**config.mk**
```make
export PLATFORM = sky130hd
export DESIGN_NAME = irq_agg_top
export DESIGN_NICKNAME = d
export VERILOG_FILES = /design/src/rtl/irq_agg_pkg.sv /design/src/rtl/irq_agg_flags.sv /design/src/rtl/irq_agg_regs.sv /design/src/rtl/irq_agg_route.sv /design/src/rtl/irq_agg_top.sv
export SDC_FILE = /design/constraint.sdc
export NUM_CORES = 1
export LEC_CHECK = 0
export BUFFER_PORTS_ARGS = -buffer_cell sky130_fd_sc_hd__buf_2
export CAP_MARGIN = 10
export CORE_MARGIN = 3
export CORE_UTILIZATION = 62
export CTS_BUF_LIST = sky130_fd_sc_hd__clkbuf_2 sky130_fd_sc_hd__clkbuf_4 sky130_fd_sc_hd__clkbuf_8
export CTS_CLUSTER_DIAMETER = 30
export CTS_CLUSTER_SIZE = 14
export DETAILED_ROUTE_END_ITERATION = 8
export PLACE_DENSITY = 0.87
export SYNTH_ARGS = -nofsm -noshare
export SYNTH_HDL_FRONTEND = slang
export SYNTH_SLANG_ARGS = --single-unit
export TNS_END_PERCENT = 5
```
**constraint.sdc**
```tcl
create_clock -name clk -period 1.8 [get_ports clk]
set_clock_uncertainty 0.05 [all_clocks]
set_input_delay 0.36 -clock clk [delete_from_list [all_inputs] [get_ports clk]]
set_output_delay 0.36 -clock clk [all_outputs]
set_load 0.05 [all_outputs]
```
**src/rtl/irq_agg_pkg.sv**
```systemverilog
package irq_agg_pkg;
  localparam int unsigned ADDR_W = 2;
  typedef enum logic [ADDR_W-1:0] {
    REG_FLAG = 2'd0,
    REG_EN   = 2'd1,
    REG_SEL  = 2'd2,
    REG_GATE = 2'd3
  } reg_addr_e;
  localparam int unsigned NLINE = 2;
endpackage

```
**src/rtl/irq_agg_flags.sv**
```systemverilog
module irq_agg_flags #(
  parameter int unsigned NFLAG = 32
) (
  input  logic             clk,
  input  logic             rst_n,
  input  logic [NFLAG-1:0] evt_i,
  input  logic             clr_en_i,
  input  logic [NFLAG-1:0] clr_mask_i,
  output logic [NFLAG-1:0] flag_o
);
  logic [NFLAG-1:0] evt_q, flag_q, flag_d, rise;

  assign rise = evt_i & ~evt_q;

  always_comb begin
    flag_d = flag_q;
    if (clr_en_i) flag_d = flag_d & ~clr_mask_i;
    flag_d = flag_d | rise;
  end

  always_ff @(posedge clk or negedge rst_n) begin
    if (!rst_n) begin
      evt_q  <= '0;
      flag_q <= '0;
    end else begin
      evt_q  <= evt_i;
      flag_q <= flag_d;
    end
  end

  assign flag_o = flag_q;

  // an edge always leaves its flag set
  p_edge_wins_r5: assert property (@(posedge clk) disable iff (!rst_n)
    (rise != '0) |=> ((flag_q & $past(rise)) == $past(rise)));
  // no flag drops without a host clear
  p_sticky_r3: assert property (@(posedge clk) disable iff (!rst_n)
    (!clr_en_i) |=> ((flag_q & $past(flag_q)) == $past(flag_q)));
endmodule

```
**src/rtl/irq_agg_regs.sv**
```systemverilog
module irq_agg_regs #(
  parameter int unsigned NFLAG = 32
) (
  input  logic                               clk,
  input  logic                               rst_n,
  input  logic                               wr_en_i,
  input  logic [irq_agg_pkg::ADDR_W-1:0]     addr_i,
  input  logic [NFLAG-1:0]                   wdata_i,
  output logic [NFLAG-1:0]                   en_o,
  output logic [NFLAG-1:0]                   sel_o,
  output logic [irq_agg_pkg::NLINE-1:0]      gate_o
);
  import irq_agg_pkg::*;
  logic [NFLAG-1:0] en_q, en_d, sel_q, sel_d;
  logic [NLINE-1:0] gate_q, gate_d;
  logic we_en, we_sel, we_gate;

  assign we_en   = wr_en_i && (addr_i == REG_EN);
  assign we_sel  = wr_en_i && (addr_i == REG_SEL);
  assign we_gate = wr_en_i && (addr_i == REG_GATE);

  always_comb begin
    en_d   = we_en   ? wdata_i : en_q;
    sel_d  = we_sel  ? wdata_i : sel_q;
    gate_d = we_gate ? wdata_i[NLINE-1:0] : gate_q;
  end

  always_ff @(posedge clk or negedge rst_n) begin
    if (!rst_n) begin
      en_q   <= '0;
      sel_q  <= '0;
      gate_q <= '0;
    end else begin
      en_q   <= en_d;
      sel_q  <= sel_d;
      gate_q <= gate_d;
    end
  end

  assign en_o   = en_q;
  assign sel_o  = sel_q;
  assign gate_o = gate_q;

  // configuration is stable without a write
  p_cfg_stable_r6: assert property (@(posedge clk) disable iff (!rst_n)
    (!wr_en_i) |=> ($stable(en_q) && $stable(sel_q) && $stable(gate_q)));
endmodule

```
**src/rtl/irq_agg_route.sv**
```systemverilog
module irq_agg_route #(
  parameter int unsigned NFLAG = 32
) (
  input  logic                          clk,
  input  logic                          rst_n,
  input  logic [NFLAG-1:0]              flag_i,
  input  logic [NFLAG-1:0]              en_i,
  input  logic [NFLAG-1:0]              sel_i,
  input  logic [irq_agg_pkg::NLINE-1:0] gate_i,
  output logic [irq_agg_pkg::NLINE-1:0] irq_o
);
  import irq_agg_pkg::*;
  logic [NLINE-1:0] irq_d, irq_q;
  logic [NFLAG-1:0] live;

  assign live = flag_i & en_i;

  for (genvar k = 0; k < NLINE; k++) begin : g_line
    logic [NFLAG-1:0] hit;
    if (k == 0) begin : g_l0
      assign hit = live & ~sel_i;
    end else begin : g_l1
      assign hit = live & sel_i;
    end
    assign irq_d[k] = gate_i[k] & (|hit);
  end

  always_ff @(posedge clk or negedge rst_n) begin
    if (!rst_n) irq_q <= '0;
    else        irq_q <= irq_d;
  end

  assign irq_o = irq_q;

  // a closed gate silences its line
  p_gate0_r9: assert property (@(posedge clk) disable iff (!rst_n)
    (!gate_i[0]) |=> !irq_q[0]);
  p_gate1_r9: assert property (@(posedge clk) disable iff (!rst_n)
    (!gate_i[1]) |=> !irq_q[1]);
  // no enabled flags means both lines quiet
  p_enable_r7: assert property (@(posedge clk) disable iff (!rst_n)
    (live == '0) |=> (irq_q == '0));
endmodule

```
**src/rtl/irq_agg_top.sv**
```systemverilog
module irq_agg_top #(
  parameter int unsigned NFLAG = 32
) (
  input  logic             clk,
  input  logic             rst_n,
  input  logic [NFLAG-1:0] evt_i,
  input  logic             wr_en_i,
  input  logic [1:0]       addr_i,
  input  logic [NFLAG-1:0] wdata_i,
  output logic [NFLAG-1:0] rdata_o,
  output logic [1:0]       irq_o
);
  import irq_agg_pkg::*;
  logic [NFLAG-1:0] flag, en, sel;
  logic [NLINE-1:0] gate;
  logic clr_en;

  assign clr_en = wr_en_i && (addr_i == REG_FLAG);

  irq_agg_flags #(.NFLAG(NFLAG)) u_flags (
    .clk(clk), .rst_n(rst_n), .evt_i(evt_i),
    .clr_en_i(clr_en), .clr_mask_i(wdata_i), .flag_o(flag));

  irq_agg_regs #(.NFLAG(NFLAG)) u_regs (
    .clk(clk), .rst_n(rst_n), .wr_en_i(wr_en_i), .addr_i(addr_i),
    .wdata_i(wdata_i), .en_o(en), .sel_o(sel), .gate_o(gate));

  irq_agg_route #(.NFLAG(NFLAG)) u_route (
    .clk(clk), .rst_n(rst_n), .flag_i(flag), .en_i(en), .sel_i(sel),
    .gate_i(gate), .irq_o(irq_o));

  always_comb begin
    rdata_o = '0;
    case (addr_i)
      REG_FLAG: rdata_o = flag;
      REG_EN:   rdata_o = en;
      REG_SEL:  rdata_o = sel;
      default:  rdata_o[NLINE-1:0] = gate;
    endcase
  end

  // outputs quiet while reset held
  always_comb begin
    if (!rst_n) a_reset_r1: assert (irq_o == '0);
  end
endmodule

```
### Word level (Yosys, flattened, before mapping)

Index checks and enable logic that the tools add are counted.

| storage, ports and cells | value |
|---|---|
| register bits after elaboration | 132 |
| bits in latches | 0 |
| bits in writable memories | 0 |
| ROM bits | 0 |
| input port bits | 69 |
| memories | 0 |

| cells by class | value |
|---|---|
| add/sub/neg operators | 0 |
| $mul | 0 |
| div/mod/pow operators | 0 |
| magnitude comparators | 0 |
| equal/unequal tests | 3 |
| shift-type cells | 0 |
| multiplexer cells | 3 |
| bitwise logic cells | 11 |
| reductions and logical operators | 7 |

Operators with widths:

| kind | number |
|---|---|
| 32-bit AND | 5 |
| 32-bit NOT | 3 |
| 30-bit one-hot mux with 3 select lines | 1 |
| 32-bit OR reduction | 2 |
| 32-bit 2-to-1 mux | 1 |
| 32-bit bitwise OR | 1 |
| 2-bit one-hot mux with 3 select lines | 1 |
| 2-bit equality test (second input constant) | 2 |
| 1-bit logical AND | 4 |
| 1-bit AND | 2 |
| 2-bit by 1-bit equality test with 1-bit output (second input constant) | 1 |
| 2-bit zero test | 1 |

### Depth between registers and ports, before layout

Gate-level depths: netlist (run 1).

| logic depth | value |
|---|---|
| word-level depth | 4 |
| depth in mapped cells | 6 |
| gate-level depth less buffers | 4 |

### Hierarchy

Synthesis (run 1) repeated with hierarchy kept, for this count alone.

| second synthesis, totals | value |
|---|---|
| cells, all modules | 476 |
| area total of the unflattened synthesis | 6185.9 µm² |

By module, submodules not included:

| module | instances | cells each | area each (µm²) |
|---|---|---|---|
| irq_agg_regs | 1 | 141 | 2732.6 |
| irq_agg_flags | 1 | 163 | 2155.8 |
| irq_agg_top | 1 | 75 | 740.7 |
| irq_agg_route | 1 | 97 | 556.8 |

### Worst setup path after synthesis (run 1)

Ideal clock, no wire load.

| path | value |
|---|---|
| path kind | input port to output port |
| start point | input addr_i[0] |
| end point | output rdata_o[23] |
| data arrival time | 1.934 ns |
| data required time | 1.390 ns |
| slack | -0.544 ns |
| cell stages on the path | 4 |
| cell sequence | buf_6 -> buf_2 -> mux2i_1 -> o21ai_0 |

| on the way | value |
|---|---|
| word-level cells in the longest chain between the ends | 2 |
| elaborated cells on any way between the ends | 4 |
| those cells by class | 2 x eq/ne; 1 x mux; 1 x reduce/logical |

Ends and longest elaborated chain:

| element | line | RTL |
|---|---|---|
| start, declared | irq_agg_top.sv:8 | `input logic [1:0] addr_i,` |
| 2-bit equality test (tied with other cells) | irq_agg_top.sv:34 | `case (addr_i)` |
| 30-bit one-hot mux with 3 select lines (*) | irq_agg_top.sv:34 |  |
| end, declared | irq_agg_top.sv:10 | `output logic [NFLAG-1:0] rdata_o,` |

Mark *: on every way between the ends. The rest lies on a longest branch, timed or not.

### Final worst setup path (run 1)

| path | value |
|---|---|
| start point | register u_regs.sel_q[1] (netlist: u_regs.sel_o[1]) |
| end point | output rdata_o[1] |

| on the way | value |
|---|---|
| word-level cells in the longest chain between the ends | 1 |

Ends and longest elaborated chain:

| element | line | RTL |
|---|---|---|
| start, declared | irq_agg_regs.sv:14 | `logic [NFLAG-1:0] en_q, en_d, sel_q, sel_d;` |
| start signal, assigned | irq_agg_regs.sv:35 | `sel_q <= sel_d;` |
| 2-bit one-hot mux with 3 select lines | irq_agg_top.sv:34 |  |

Every way passes these cells.

==> impl_metrics.toml, run 1 <==
[synthesis]
syn_nets = 608
ys_ff_latch = 132
syn_avg_cell_area_sq_um = 11.0
synth_flop_cell = "dfrtp_1"
synth_edf_count = 0
syn_inst = 539
syn_area_sq_um = 5910
synth_cell_type_count = 25
ys_warn_count = 0
synth-seq-area-share_pct = 55.9
async_reset_ff_share_pct = 100

[pwr]
power_switching_share_pct = 33.1
power.internal_mw = 5.59
powerDensity_nw_per_um2 = 1110
clkPwrFrac_pct = 31.7
peakVddDrop_mv = 0.940
combPwrFrac_pct = 23.4
power_frac_seq_pct = 44.9
p_leak_nw = 3.62
netSwitchingPower_mw = 2.77

[global_routing]
grt_max_degree = 50
grt_pass1_vias = 4883
grt_use_met3_pct = 6.47
grt_pass1_wl_mm = 23.9
track_usage_pct = 28.2
grt-busiest-layer = "met2"
grt_use_met1_pct = 35.6
use_met2_pct = 47.6
grt-ovfl-total = 0
antenna_found_initial = 0

[run_status]
status = "finished with violations"
violations = "negative setup slack"

[cts]
cts_tree = "done"
path_clk_slew_ns = 0.08
clk_path_buf_depth = 2
cts_max_level = 4
clock_sinks = 132
clk_latency_ns = 0.44
root_buffer = "clkbuf_8"
cts_buffers = 17

[die]
num_rows = 34
chipHeight_um = 104
die_w_um = 104
core_area_sq_um = 8980
dieArea_sq_um = 10700
ioPinCount = 103
start_util_pct = 65.8

[sta]
timing.final.ws_setup_ns = -0.198
rsz0062_at_grt = "true"
worst_pin_slew_ns = 0.449
finalMaxSlewViolations = 0
hold_viol = 0
whs_ns = 0.0316
fmax_ghz = 0.501
tns_ns = -0.342
fin_crit_ns = 2.00
relSlewSlack_pct = 69.8
post-route-period-util_pct = 111
finalSetupViolCount = 3

[finish]
drive_gt1_share_pct = 31.8
final_cell_mix = "dfrtp_1 (132), nand2_1 (123), buf_2 (73), mux2_2 (61), o21ai_1 (58)"
seqCellArea_sq_um = 3300
antenna_cells = 0
layout.nets = 763
area_growth_pct = 27.2
multi_input_area_sq_um = 2330
fill_cells = 490
design_area_sq_um = 7510
final_common_cell = "dfrtp_1"

[drt]
drt_pre_antenna_iters = 6
viasPerCell = 5.79
drt_iter0_drc = 289
drt-total-wl_mm = 15.7
drtAntennaViolNets = 0
wl_per_cell_um = 18.9
vias = 4826
drc = 0

[setup_path]
start_kind = "register"
r2r_slack_ns = 0.32
r2r_cells = 5
slowest_delay_ns = 0.53
crit_chain = "mux4_2, buf_6"
r2r-start = "u_flags.flag_o[1]"
worst-setup-path-type = "register to output port"
crit_required_ns = 1.39
cp-end-kind = "output port"
critPathMaxFanout = 4
r2r_end = "u_route.irq_o[0]"
worstPathArrival_ns = 1.59
worstSetupStartpoint = "u_regs.sel_o[1]"
crit_path_top_delay_cell = "mux4_2"

[placement]
hpwl_mm = 9.97
dpl-instance-area_sq_um = 6630
gp_congestion = 0.870
preCtsSetupSlack_ns = -0.0389
io_buffer_count = 102

[hold_path]
worstHoldEndpoint = "u_flags.evt_q[27]"
worstHoldPathType = "input pin to register"
min_from = "evt_i[27]"
min_path_cells = 1

[job]
maxCapViolations = 0
## how the worst max path moves through the flow
stage                        to  slack (ns)  cells after the start
global route         rdata_o[1]       -0.23                      2
floorplan           rdata_o[24]       -0.17                      4
finish               rdata_o[1]       -0.20                      2
detailed placement  rdata_o[20]       -0.04                      6
global placement     rdata_o[9]        0.02                      6
CTS                  rdata_o[1]       -0.16                      2
## routing by layer
metal  up-vias  part of all wire (%)
li1       2171                     -
met1      2370                    38
met2       249                    51
met3        36                   7.5
met4         0                   3.1
met5         -                     0
## synthesized netlist by cell type (4+ instances only)
library cell | count | area [sq um]
buf_2 | 4 | 20.0
buf_6 | 10 | 113
dfrtp_1 | 132 | 3300
inv_1 | 33 | 124
mux2_1 | 5 | 56.3
mux2_2 | 61 | 687
mux2i_1 | 30 | 300
nand2_1 | 123 | 462
nand3_1 | 33 | 165
nand4_1 | 8 | 50.1
nor4_1 | 5 | 31.3
o21ai_0 | 32 | 160
o21ai_1 | 30 | 150
o22ai_1 | 14 | 87.6
## registers in the layout (all words and copies together), names as in the netlist
signal and cells:
u_flags.evt_q 32, u_flags.flag_o 32, u_regs.en_o 32, u_regs.gate_o 2, u_regs.sel_o 32, u_route.irq_o 2
## metrics by stage
stage / utilization (%) / cells / power (mW)
4_1_cts: 82.3 / 829 / 8.24
3_5_place_dp: 73.9 / 767 / 5.54
6_report: 83.7 / 833 / 8.36
3_3_place_gp: 73.9 / 767 / 5.45
5_1_grt: 83.7 / 833 / 8.74
2_1_floorplan: - / 539 / 4.95
## layout make-up
type                       instances  share of cell area [%]
clock buffer                      18                    3.30
clock inverter                    14                    2.35
inverter                          33                    1.65
multi-input combinational        354                    31.0
sequential                       132                    44.0
tap                              126                    2.10
timing repair buffer             156                    15.7
## repair_timing
action | CTS | global route
hold buffers | 30 | 2
endpoints found under the hold margin | 51 | 2
setup buffers | 0 | 2
endpoints found under the setup margin | 19 | 32
cloned | 0 | 0
gates resized for setup | 12 | 40
## kinds of logic after synthesis
group	after synthesis	synth area share, %
flip-flops	132	55.9
multiplexers	98	18.4
buffers and inverters	53	4.92
AND/OR/NAND/NOR	177	13.6
AO/OA/AOI/OAI	79	7.16
## power by group through the flow
stage	Sequential [mW]	Clock (mW)	Combinational (mW)
CTS	3.73	2.66	1.85
global route	3.80	2.84	2.09
floorplan	3.71	0	1.24
finish	3.76	2.65	1.95
global placement	3.75	0	1.70
detailed placement	3.79	0	1.76
## worst max-delay path: cells and delay by family, from the launching register on
family | cells | cell delay (ns)
buffers and inverters | 1 | 0.18
multiplexers | 1 | 0.53
flip-flops | 1 | 0.44
Note: power is estimated with default switching activity, not from simulation.
==> run 2, diff against run 1 <==
--- a/config.mk
+++ b/config.mk
@@ -8,12 +8,11 @@
 export BUFFER_PORTS_ARGS = -buffer_cell sky130_fd_sc_hd__buf_2
 export CAP_MARGIN = 10
 export CORE_MARGIN = 3
-export CORE_UTILIZATION = 62
-export CTS_BUF_LIST = sky130_fd_sc_hd__clkbuf_2 sky130_fd_sc_hd__clkbuf_4 sky130_fd_sc_hd__clkbuf_8
+export CORE_UTILIZATION = 60
 export CTS_CLUSTER_DIAMETER = 30
 export CTS_CLUSTER_SIZE = 14
 export DETAILED_ROUTE_END_ITERATION = 8
-export PLACE_DENSITY = 0.87
+export PLACE_DENSITY = 0.85
 export SYNTH_ARGS = -nofsm -noshare
 export SYNTH_HDL_FRONTEND = slang
 export SYNTH_SLANG_ARGS = --single-unit
==> run 2 against run 1 <==
  * The flow still finishes with violations (negative setup slack)
  * Via count up 2.6%
  * Highest routed layer unchanged
  * Non-clock buffer count is 2 lower
  * Critical path type unchanged
  * Utilization increased by 0.39 points
  * Largest power group is now clock
  * Setup slack got worse by 0.043 ns
  * Register-to-register slack got worse by 0.05 ns
  * Largest cell class unchanged
  * Critical endpoint unchanged
  * Die area grew 3.1%
==> impl_metrics.toml, run 2 (same netlist as run 1, synthesis figures left out) <==
[run_status]
status = "finished with violations"
violations = "negative setup slack"

[finish]
area_growth_pct = 34.0
antenna_cells = 0
final_cell_mix = "dfrtp_1 (131), nand2_1 (123), buf_2 (69), mux2_2 (61), o21ai_1 (52)"
design_area_sq_um = 7920
layout.nets = 761
drive_gt1_share_pct = 32.4
fin_cells = 833
final_common_cell = "dfrtp_1"
finalCoreUtilization_pct = 84.1

[drt]
viasPerCell = 5.94
drt_iter0_drc = 315
drt-total-wl_mm = 16.4
drtAntennaViolNets = 0
drc = 0
vias = 4950
wl_per_cell_um = 19.7
drt_pre_antenna_iters = 7

[setup_path]
worstPathArrival_ns = 1.63
critPathBufInv = 1
crit_path_top_delay_cell = "mux4_2"
start_kind = "register"
critical_path.top_delay_family = "multiplexers"
crit_required_ns = 1.39
slowest_delay_ns = 0.51
r2r-start = "u_flags.flag_o[31]"
cp-end-kind = "output port"
worstSetupStartpoint = "u_flags.flag_o[1]"
critPathMaxFanout = 4
worst-setup-path-type = "register to output port"
crit_chain = "mux4_2, buf_6"

[die]
ioPinCount = 103
num_rows = 35
start_util_pct = 62.7
dieArea_sq_um = 11100
chipHeight_um = 105
core_area_sq_um = 9420
die_w_um = 105

[global_routing]
track_usage_pct = 30.7
grt-ovfl-total = 0
grt_pass1_vias = 5230
antenna_found_initial = 0
grt_max_degree = 67
grt_pass1_wl_mm = 26.4

[pwr]
combPwrFrac_pct = 20.7
p_leak_nw = 3.80
powerDensity_nw_per_um2 = 1250
peakVddDrop_mv = 0.978
clkPwrFrac_pct = 41.0
power_frac_seq_pct = 38.2
power_switching_share_pct = 29.2
power.internal_mw = 6.99
netSwitchingPower_mw = 2.89

[sta]
timing.final.ws_setup_ns = -0.241
finalMaxSlewViolations = 0
hold_viol = 0
fmax_ghz = 0.490
relSlewSlack_pct = 67.7
finalSetupViolCount = 11
fin_crit_ns = 2.04
post-route-period-util_pct = 113
rsz0062_at_grt = "true"
tns_ns = -0.661
worst_pin_slew_ns = 0.480

[placement]
dpl-instance-area_sq_um = 6660
gp_congestion = 0.844
hpwl_mm = 9.86
io_buffer_count = 102
dpl.cell_count = 769

[cts]
clk_latency_ns = 0.53
path_clk_slew_ns = 0.06
clk_path_buf_depth = 2
root_buffer = "clkbuf_8"
clock_sinks = 132
cts_tree = "done"
cts_max_level = 4
cts_buffers = 17

[job]
maxCapViolations = 0

[hold_path]
worstHoldPathType = "input pin to register"
min_from = "wdata_i[5]"
run 2: cell types whose count changed in the layout (fill, tap and decap cells not counted), sizes merged:
cell         before  now
buf             115  121
bufinv            3    7
inv              37   35
dlygate4sd3      32   33
clkbuf           27   19
clkinvlp          5    1
run 2: power groups by stage:
stage | registers [mW] | clock network, mW | logic, mW
final | 3.78 | 4.05 | 2.05
after global routing | 3.83 | 4.21 | 2.19
after CTS | 3.74 | 4.08 | 1.99
after detailed placement | 3.78 | 0 | 1.76
after global placement | 3.74 | 0 | 1.71
after floorplan | 3.71 | 0 | 1.24
run 2: stage by stage:
stage               hold WS [ns]  setup slack [ns]  total power, mW
floorplan                 0.0144            -0.169             4.95
global placement           0.228           -0.0308             5.45
CTS                      0.00747            -0.261             9.81
global route              0.0217            -0.281             10.2
finish                    0.0365            -0.241             9.88
detailed placement         0.239           -0.0628             5.54
run 2: routing by layer:
| metal | GRT usage, % | routed length, um | vias up |
|---|---|---|---|
| met2 | 53.3 | 8630 | 252 |
| met1 | 35.8 | 6210 | 2478 |
| li1 | - | - | 2174 |
| met4 | 13.5 | 467 | 0 |
| met5 | 0 | 0 | - |
| met3 | 8.14 | 1130 | 46 |
run 2: worst paths after layout:
| path | endpoint | slack, ns | cells after the start |
|---|---|---|---|
| max | rdata_o[1] | -0.24 | 2 |
| min | u_regs.en_o[5] | 0.04 | 2 |
| max reg2reg | u_route.irq_o[0] | 0.27 | 4 |
| min reg2reg | u_flags.flag_o[4] | 0.36 | 1 |
| max in group asynchronous | u_flags.evt_q[3] | 0.81 | 3 |
| min in group asynchronous | u_flags.flag_o[14] | 0.24 | 2 |
run 2: cell type report:
cell class	count	area [sq um]
repair buffers	154	1290
fillers	448	1500
inverters	33	124
clock buffers	19	442
flip-flops and latches	132	3300
clock inverters	12	249
multi-input cells	354	2350
well taps	129	161
run 2: timing repair:
action	in CTS	in global routing
endpoints found under the hold margin	56	0
setup buffers	0	0
setup endpoints to repair	32	32
hold buffers	33	0
gates resized for setup	56	17
==> run 3, diff against run 2 <==
--- a/config.mk
+++ b/config.mk
@@ -7,7 +7,7 @@
 export LEC_CHECK = 0
 export BUFFER_PORTS_ARGS = -buffer_cell sky130_fd_sc_hd__buf_2
 export CAP_MARGIN = 10
-export CORE_MARGIN = 3
+export CORE_MARGIN = 8
 export CORE_UTILIZATION = 60
 export CTS_CLUSTER_DIAMETER = 30
 export CTS_CLUSTER_SIZE = 14
==> run 3 against run 2 <==
  * The flow still finishes with violations (negative setup slack)
  * Via count increased by 1.3%
  * Global-route usage fell by 4.2 points
  * Maximum frequency decreased by 0.28%
  * First-iteration DRC count grew 19%
  * Non-clock buffer count up 8
  * Die area up 20%
  * Flip-flop and latch count unchanged
  * Utilization down 1.8 points
  * Worst hold slack gained 0.0039 ns
  * Power shrank 1.3%
  * Setup slack worse by 0.0057 ns
  * Critical path type unchanged
  * Largest cell class unchanged
  * Largest power group unchanged
  * Highest routed layer unchanged
==> impl_metrics.toml, run 3 (same netlist as run 1, synthesis figures left out) <==
[global_routing]
track_usage_pct = 26.5
grt_pass1_vias = 5260
grt_pass1_wl_mm = 27.1
grt_max_degree = 73
grt-ovfl-total = 0
antenna_found_initial = 1

[finish]
final_common_cell = "dfrtp_1"
area_growth_pct = 34.9
fill_cells = 515
drive_gt1_share_pct = 33.7
final_cell_mix = "dfrtp_1 (131), nand2_1 (123), buf_2 (69), mux2_2 (61), o21ai_1 (50)"
layout.nets = 769

[drt]
wl_per_cell_um = 20.3
viasPerCell = 5.92
drt_iter0_drc = 376
drt-total-wl_mm = 17.2
drtAntennaViolNets = 0
vias = 5016
drc = 0
drt_pre_antenna_iters = 5

[placement]
io_buffer_count = 102
gp_congestion = 0.809
hpwl_mm = 10.4
preCtsSetupSlack_ns = -0.0516

[pwr]
powerDensity_nw_per_um2 = 1220
clkPwrFrac_pct = 39.3
power_frac_seq_pct = 38.7
netSwitchingPower_mw = 2.93
power_switching_share_pct = 30.1
peakVddDrop_mv = 1.01
p_leak_nw = 3.82
power_mw = 9.75
power.internal_mw = 6.82
combPwrFrac_pct = 22.0

[setup_path]
critPathMaxFanout = 2
crit_chain = "mux4_2, buf_8"
cp-end-kind = "output port"
crit_path_top_delay_cell = "mux4_2"
start_kind = "register"
worst-setup-path-type = "register to output port"
slowest_delay_ns = 0.53
crit_required_ns = 1.39
worstPathArrival_ns = 1.64

[sta]
timing.final.ws_setup_ns = -0.246
fin_crit_ns = 2.05
rsz0062_at_grt = "true"
whs_ns = 0.0404
finalSetupViolCount = 15
relSlewSlack_pct = 68.1
worst_pin_slew_ns = 0.474
hold_viol = 0
finalMaxSlewViolations = 0
fmax_ghz = 0.489
post-route-period-util_pct = 114

[cts]
path_clk_slew_ns = 0.07
cts_tree = "done"
clk_path_buf_depth = 2
cts_max_level = 4
root_buffer = "clkbuf_8"
cts_buffers = 17
clk_latency_ns = 0.53
clock_sinks = 132

[die]
num_rows = 36
die_w_um = 115
start_util_pct = 61.0
chipHeight_um = 115
dieArea_sq_um = 13300
ioPinCount = 103
core_area_sq_um = 9680

[run_status]
violations = "negative setup slack"
status = "finished with violations"

[job]
maxCapViolations = 0

[hold_path]
worstHoldPathType = "input pin to register"
-- run 3: cell types whose count changed in the layout (fill, tap and decap cells not counted), sizes merged --
cell / previous run / this run
clkinv: 2 / 7
clkbuf: 19 / 18
bufinv: 7 / 6
buf: 121 / 129
diode: 0 / 1
inv: 35 / 33
-- run 3: per-stage QoR --
| stage | TNS (ns) | instances | utilization, % | cell area [sq um] |
|---|---|---|---|---|
| 3_5_place_dp | -0.302 | 773 | 68.9 | 6670 |
| 5_1_grt | -2.34 | 847 | 82.3 | 7970 |
| 2_1_floorplan | -3.57 | 539 | - | 5910 |
| 3_3_place_gp | 0 | 773 | 68.9 | 6670 |
| 4_1_cts | -0.719 | 846 | 81.4 | 7880 |
| 6_report | -0.822 | 847 | 82.3 | 7970 |
-- run 3: final cells by class --
type                            count  area (sq um)  area share (%)
Sequential cell                   132          3300            41.5
Multi-Input combinational cell    354          2360            29.7
Timing Repair Buffer              162          1350            17.0
Clock buffer                       18           418            5.24
Clock inverter                     14           234            2.94
Tap cell                          133           166            2.09
Inverter                           33           124            1.55
Antenna cell                        1          2.50          0.0314
-- run 3: final timing paths --
kind	from	to	slack (ns)	cells after the start
max	u_regs.gate_o[0]	rdata_o[0]	-0.25	2
min	wdata_i[6]	u_regs.sel_o[6]	0.04	2
max reg2reg	u_flags.flag_o[31]	u_route.irq_o[0]	0.31	4
min reg2reg	u_flags.evt_q[20]	u_flags.flag_o[20]	0.36	1
max in group asynchronous	rst_n	u_flags.flag_o[27]	0.99	3
min in group asynchronous	rst_n	u_flags.evt_q[20]	0.13	2
-- run 3: routing by layer --
metal	up-vias	track usage, %	wire [um]
li1	2191	-	-
met1	2479	30.3	6590
met2	286	45.2	8720
met3	60	7.30	1260
met4	0	12.6	641
met5	-	0	0
-- run 3: critical path, delay by kind of cell (launching register included) --
family	cells	cell delay [ns]
mux	1	0.53
flops	1	0.39
buf+inv	1	0.18
-- run 3: power groups by stage --
stage	Clock, mW	Sequential [mW]	Combinational (mW)
2_1_floorplan	0	3.71	1.24
3_3_place_gp	0	3.75	1.72
3_5_place_dp	0	3.79	1.77
4_1_cts	3.85	3.74	2.04
5_1_grt	4.00	3.82	2.28
6_report	3.83	3.78	2.15
-- run 3: repair_timing --
item / CTS / global route
gates resized for setup: 57 / 22
endpoints found under the hold margin: 164 / 0
buffers inserted: 8 / 0
setup endpoints to repair: 32 / 32
hold buffers: 33 / 0
